$ cat src/rtl/tap_pkg.sv
package tap_pkg;

    localparam int IR_W = 5;

    typedef enum logic [3:0] {
        TAP_RESET, TAP_IDLE,
        TAP_SEL_DR, TAP_CAP_DR, TAP_SH_DR, TAP_EX1_DR, TAP_PAU_DR, TAP_EX2_DR, TAP_UPD_DR,
        TAP_SEL_IR, TAP_CAP_IR, TAP_SH_IR, TAP_EX1_IR, TAP_PAU_IR, TAP_EX2_IR, TAP_UPD_IR
    } tap_state_e;

    typedef enum logic [1:0] {
        DR_BYPASS,
        DR_IDENT,
        DR_BOUNDARY
    } dr_sel_e;

    localparam logic [IR_W-1:0] OP_EXTEST  = 5'b00000;
    localparam logic [IR_W-1:0] OP_SAMPLE  = 5'b00001;
    localparam logic [IR_W-1:0] OP_CLAMP   = 5'b00100;
    localparam logic [IR_W-1:0] OP_HIGHZ   = 5'b00101;
    localparam logic [IR_W-1:0] OP_IDENT   = 5'b00110;
    localparam logic [IR_W-1:0] OP_BYPASS  = 5'b11111;
    localparam logic [IR_W-1:0] IR_CAPTURE = 5'b00001;

endpackage

$ cat src/rtl/tap_fsm.sv
module tap_fsm
    import tap_pkg::*;
(
    input  logic       tck,
    input  logic       trst_n,
    input  logic       tms,
    output tap_state_e st
);

    tap_state_e nxt;

    // state register: asynchronous reset, advance on the rising edge
    always_ff @(posedge tck or negedge trst_n) begin
        if (!trst_n) st <= TAP_RESET;
        else         st <= nxt;
    end

    always_comb begin
        nxt = st;
        unique case (st)
            TAP_RESET:  nxt = tms ? TAP_RESET  : TAP_IDLE;
            TAP_IDLE:   nxt = tms ? TAP_SEL_DR : TAP_IDLE;
            TAP_SEL_DR: nxt = tms ? TAP_SEL_IR : TAP_CAP_DR;
            TAP_CAP_DR: nxt = tms ? TAP_EX1_DR : TAP_SH_DR;
            TAP_SH_DR:  nxt = tms ? TAP_EX1_DR : TAP_SH_DR;
            TAP_EX1_DR: nxt = tms ? TAP_UPD_DR : TAP_PAU_DR;
            TAP_PAU_DR: nxt = tms ? TAP_EX2_DR : TAP_PAU_DR;
            TAP_EX2_DR: nxt = tms ? TAP_UPD_DR : TAP_SH_DR;
            TAP_UPD_DR: nxt = tms ? TAP_SEL_DR : TAP_IDLE;
            TAP_SEL_IR: nxt = tms ? TAP_RESET  : TAP_CAP_IR;
            TAP_CAP_IR: nxt = tms ? TAP_EX1_IR : TAP_SH_IR;
            TAP_SH_IR:  nxt = tms ? TAP_EX1_IR : TAP_SH_IR;
            TAP_EX1_IR: nxt = tms ? TAP_UPD_IR : TAP_PAU_IR;
            TAP_PAU_IR: nxt = tms ? TAP_EX2_IR : TAP_PAU_IR;
            TAP_EX2_IR: nxt = tms ? TAP_UPD_IR : TAP_SH_IR;
            TAP_UPD_IR: nxt = tms ? TAP_SEL_DR : TAP_IDLE;
        endcase
    end

endmodule

$ cat src/rtl/tap_ir.sv
module tap_ir
    import tap_pkg::*;
(
    input  logic       tck,
    input  logic       trst_n,
    input  logic       tdi,
    input  tap_state_e st,
    output logic       ir_lsb,
    output dr_sel_e    dr_sel,
    output logic       test_mode,
    output logic       clamp_en,
    output logic       hiz_en
);

    logic [IR_W-1:0] shreg;
    logic [IR_W-1:0] active;

    // shift stage: capture the fixed pattern, shift toward bit 0
    always_ff @(posedge tck or negedge trst_n) begin
        if (!trst_n) begin
            shreg <= IR_CAPTURE;
        end else begin
            unique case (st)
                TAP_CAP_IR: shreg <= IR_CAPTURE;
                TAP_SH_IR:  shreg <= {tdi, shreg[IR_W-1:1]};
                default:    shreg <= shreg;
            endcase
        end
    end

    // active instruction: falling-edge update, identification after reset
    always_ff @(negedge tck or negedge trst_n) begin
        if (!trst_n)               active <= OP_IDENT;
        else if (st == TAP_RESET)  active <= OP_IDENT;
        else if (st == TAP_UPD_IR) active <= shreg;
    end

    assign ir_lsb = shreg[0];

    always_comb begin
        test_mode = (active == OP_EXTEST) || (active == OP_CLAMP);
        clamp_en  = (active == OP_CLAMP);
        hiz_en    = (active == OP_HIGHZ);
        case (active)
            OP_EXTEST, OP_SAMPLE: dr_sel = DR_BOUNDARY;
            OP_IDENT:             dr_sel = DR_IDENT;
            default:              dr_sel = DR_BYPASS;
        endcase
    end

endmodule

$ cat src/rtl/tap_dr.sv
module tap_dr
    import tap_pkg::*;
#(
    parameter int              ID_W     = 32,
    parameter logic [ID_W-1:0] ID_VALUE = 32'h1A5C_3E27
) (
    input  logic       tck,
    input  logic       trst_n,
    input  logic       tdi,
    input  tap_state_e st,
    input  dr_sel_e    dr_sel,
    output logic       id_lsb,
    output logic       byp
);

    logic [ID_W-1:0] idreg;

    always_ff @(posedge tck or negedge trst_n) begin
        if (!trst_n) begin
            idreg <= ID_VALUE;
            byp   <= 1'b0;
        end else begin
            if (dr_sel == DR_IDENT) begin
                if (st == TAP_CAP_DR)     idreg <= ID_VALUE;
                else if (st == TAP_SH_DR) idreg <= {tdi, idreg[ID_W-1:1]};
            end
            if (dr_sel == DR_BYPASS) begin
                if (st == TAP_CAP_DR)     byp <= 1'b0;
                else if (st == TAP_SH_DR) byp <= tdi;
            end
        end
    end

    assign id_lsb = idreg[0];

endmodule

$ cat src/rtl/tap_port.sv
module tap_port
    import tap_pkg::*;
#(
    parameter int              ID_W     = 32,
    parameter logic [ID_W-1:0] ID_VALUE = 32'h1A5C_3E27
) (
    input  logic tck,
    input  logic trst_n,
    input  logic tms,
    input  logic tdi,
    input  logic bsr_so,
    output logic tdo,
    output logic tdo_oe,
    output logic bsr_sel,
    output logic bsr_capture,
    output logic bsr_shift,
    output logic bsr_update,
    output logic test_mode,
    output logic clamp_en,
    output logic hiz_en
);

    tap_state_e st;
    dr_sel_e    dr_sel;
    logic       ir_lsb, id_lsb, byp;
    logic       dr_bit, tdo_d, shifting;

    tap_fsm u_fsm (
        .tck(tck), .trst_n(trst_n), .tms(tms), .st(st)
    );

    tap_ir u_ir (
        .tck(tck), .trst_n(trst_n), .tdi(tdi), .st(st),
        .ir_lsb(ir_lsb), .dr_sel(dr_sel), .test_mode(test_mode),
        .clamp_en(clamp_en), .hiz_en(hiz_en)
    );

    tap_dr #(.ID_W(ID_W), .ID_VALUE(ID_VALUE)) u_dr (
        .tck(tck), .trst_n(trst_n), .tdi(tdi), .st(st),
        .dr_sel(dr_sel), .id_lsb(id_lsb), .byp(byp)
    );

    always_comb begin
        unique case (dr_sel)
            DR_IDENT:    dr_bit = id_lsb;
            DR_BOUNDARY: dr_bit = bsr_so;
            default:     dr_bit = byp;
        endcase
        shifting = (st == TAP_SH_IR) || (st == TAP_SH_DR);
        if (st == TAP_SH_IR)      tdo_d = ir_lsb;
        else if (st == TAP_SH_DR) tdo_d = dr_bit;
        else                      tdo_d = 1'b0;
    end

    // serial output stage on the falling edge
    always_ff @(negedge tck or negedge trst_n) begin
        if (!trst_n) begin
            tdo    <= 1'b0;
            tdo_oe <= 1'b0;
        end else begin
            tdo    <= tdo_d;
            tdo_oe <= shifting;
        end
    end

    assign bsr_sel     = (dr_sel == DR_BOUNDARY);
    assign bsr_capture = bsr_sel && (st == TAP_CAP_DR);
    assign bsr_shift   = bsr_sel && (st == TAP_SH_DR);
    assign bsr_update  = bsr_sel && (st == TAP_UPD_DR);

endmodule

$ cat config.mk
export PLATFORM = sky130hd
export DESIGN_NAME = tap_port
export DESIGN_NICKNAME = d
export VERILOG_FILES = /design/src/rtl/tap_pkg.sv /design/src/rtl/tap_fsm.sv /design/src/rtl/tap_ir.sv /design/src/rtl/tap_dr.sv /design/src/rtl/tap_port.sv
export SDC_FILE = /design/constraint.sdc
export NUM_CORES = 1
export LEC_CHECK = 0
export ABC_CLOCK_PERIOD_IN_PS = 2200
export CAP_MARGIN = 10
export CORE_MARGIN = 2
export CORE_UTILIZATION = 43
export DETAILED_ROUTE_END_ITERATION = 12
export PLACE_DENSITY = 0.7
export SLEW_MARGIN = 10
export SYNTH_ARGS = -nofsm -noshare
export SYNTH_HDL_FRONTEND = slang
export SYNTH_SLANG_ARGS = --single-unit
$ cat constraint.sdc
create_clock -name tck -period 2.2 [get_ports tck]
set_clock_uncertainty 0.05 [all_clocks]
set_input_delay 0.55 -clock tck [delete_from_list [all_inputs] [get_ports tck]]
set_output_delay 0.55 -clock tck [all_outputs]
set_load 0.02 [all_outputs]
==> reports/metrics.cfg <==
[outcome]
outcome=finished with violations
violations=setup timing

[worst_setup_path]
endpoint_kind=primary output
crit_type=reg -> out
cp.required_ns=1.60
crit_path_cell_trace=nor4b_4, nand2_2, ha_4, buf_4, buf_6
max_stage_delay_ns=0.55
worstSetupStartpointType=register
arrival_ns=2.82
crit_path_max_fanout=4
slowest_stage=dfstp_2

[pwr]
total_power_mw=4.82
power_leakage_nw=1.29
power_density_nw_per_um2=1600
peakVddDrop_v=0.000695

[worst_hold_path]
holdCritPathClass=in -> async

[cells_and_area]
layout_common_cells=buf_4 (26), dfrtp_1 (24), dfstp_2 (19)
multiInputGateArea_um2=1130
fin_util=0.626
nets=240
register_area_um2=1250
layout_commonest_cell=buf_4
diodes=0
n_fill_cell=367
drive_above_1_share=0.468
area_growth_syn_to_layout_pct=37.9

[grt]
grt_pass1_wl_um=8890
grt_max_degree=43
grt_usage=0.213
met2_usage=0.351
grt-ovfl-total=0
met3_usage=0.0370
antenna_found_initial=0
met1_usage=0.287
grt_pass1_vias=1800
busiest_layer=met2

[detailed_routing]
viasPerCell=5.83
drtPass1Iterations=4
drtAntennaViolNets=0
vias=1748
wl_um=5620
avgRoutedWirePerCell_um=18.7
route.detailed.drc=0
drt_iter0_markers=146

[yosys]
synthFlopType=dfrtp_1
ys_types=48
synth_seq_cells=49
async_flop_share=1.00
seq_area_frac_synth=0.572
syn_inst=189
synth_warnings=0
synthesis.area_um2=2190
syn_nets=197
avgSynthCellArea_um2=11.6
synth_edf_count=0

[sta]
hold_viol=0
whs_ns=0.419
worstMarginPinSlew_ns=0.511
slew_headroom=0.659
setup_violations=48
grt_setup_unrepaired=yes
fin_ws_ns=-1.22
drv_slew=0
tns_ns=-40.60

[floorplanning]
num_rows=25
dieArea_um2=5670
io_pins=14
fp.dieW_um=75.3
die_y_um=75.3
coreArea_um2=4820
start_util=0.454

[clock_network]
clock-root-buffer=clkbuf_8
htree_levels=2
cts_tree=built
max-clock-path-buffers=2
tritoncts.num_buffers=5
clk_pin_slew_ns=0.09
cts.sinks=49
clock_latency_ns=0.36

[place]
place.gp.congestion=0.857
portBuffers=13
dp_hpwl_um=3240

[run]
max-cap-violations=0

## power by group
| part | internal, mW | switching, mW | total (mW) |
|---|---|---|---|
| Sequential | 1.39 | 0.290 | 1.68 |
| Clock | 0.346 | 0.306 | 0.652 |
| Combinational | 1.26 | 1.22 | 2.48 |
## repair_timing
item,in CTS,in global routing
setup endpoints to repair,49,49
cloned,3,1
endpoints found under the hold margin,0,0
hold buffers,0,0
pin swaps,25,14
buffers inserted,7,5
gates resized for setup,72,18
## cells in the mapped netlist, drive strengths merged, types with 2 or more instances
library cell / count / share of area
nand3: 2 / 0.0046
a22o: 16 / 0.064
buf: 9 / 0.025
and2: 3 / 0.0086
dfstp: 19 / 0.23
a21oi: 5 / 0.011
a22oi: 2 / 0.0069
o22ai: 5 / 0.014
nor4: 3 / 0.0086
nor4b: 2 / 0.015
inv: 4 / 0.0069
nand2: 15 / 0.026
o21ai: 12 / 0.027
dfrtp: 25 / 0.29
nor2: 8 / 0.014
clkbuf: 6 / 0.011
o22a: 16 / 0.064
o21a: 2 / 0.0069
ha: 3 / 0.017
nand4: 2 / 0.0057
dfrtn: 5 / 0.057
nor2b: 4 / 0.011
nor3: 2 / 0.0046
## stage by stage
step | instance area (um^2) | std cells | worst slack [ns]
3_5_place_dp | 2610 | 276 | -1.24
3_3_place_gp | 2610 | 276 | -1.22
4_1_cts | 2890 | 295 | -1.20
5_1_grt | 3010 | 300 | -1.32
2_1_floorplan | 2370 | 189 | -0.752
6_report | 3010 | 300 | -1.22
## final timing paths
kind	startpoint	to	slack (ns)	depth (start not counted)
min reg2reg	u_dr.idreg[14]	u_dr.idreg[14]	0.46	1
max in group asynchronous	trst_n	u_ir.active[1]	0.78	1
min	trst_n	u_dr.byp	0.42	2
max reg2reg	u_ir.active[2]	u_dr.idreg[25]	-0.99	9
max	u_ir.active[2]	bsr_sel	-1.22	5
min in group tck	u_dr.idreg[14]	u_dr.idreg[14]	0.46	1
## layer usage
layer	routed length (um)	up-vias
met5	0	-
met4	79	0
met3	189	7
met2	2880	47
met1	2460	900
li1	-	794
## cells by family after synthesis
group                      Yosys count  synth area share
xor gates and xnor gates             1           0.00401
adders and majority gates            3            0.0172
muxes                                2           0.00973
AOI/OAI and AO/OA                   67             0.229
buffers and inverters               19            0.0429
and+or+nand+nor                     48             0.125
DFF                                 49             0.572
## worst max-delay path: cells and delay by family (launching register included)
family	cells	cell delay (ns)
buf+inv	2	0.26
fa+ha+maj	1	0.20
simple gates	2	0.34
flops	1	0.55
## layout make-up
type | count | area share
flip-flops and latches | 49 | 0.415
multi-input cells | 125 | 0.374
repair buffers | 46 | 0.139
well taps | 67 | 0.0278
clock buffers | 6 | 0.0241
clock inverters | 4 | 0.0154
inverters | 3 | 0.00457
## registers in the layout, indices dropped and copies added, names as in the netlist
name	count
tdo_oe	1
u_dr.byp	1
tdo	1
u_dr.idreg	32
u_fsm.st	4
u_ir.active	5
u_ir.shreg	5
Note: power is estimated with default switching activity, not from simulation.
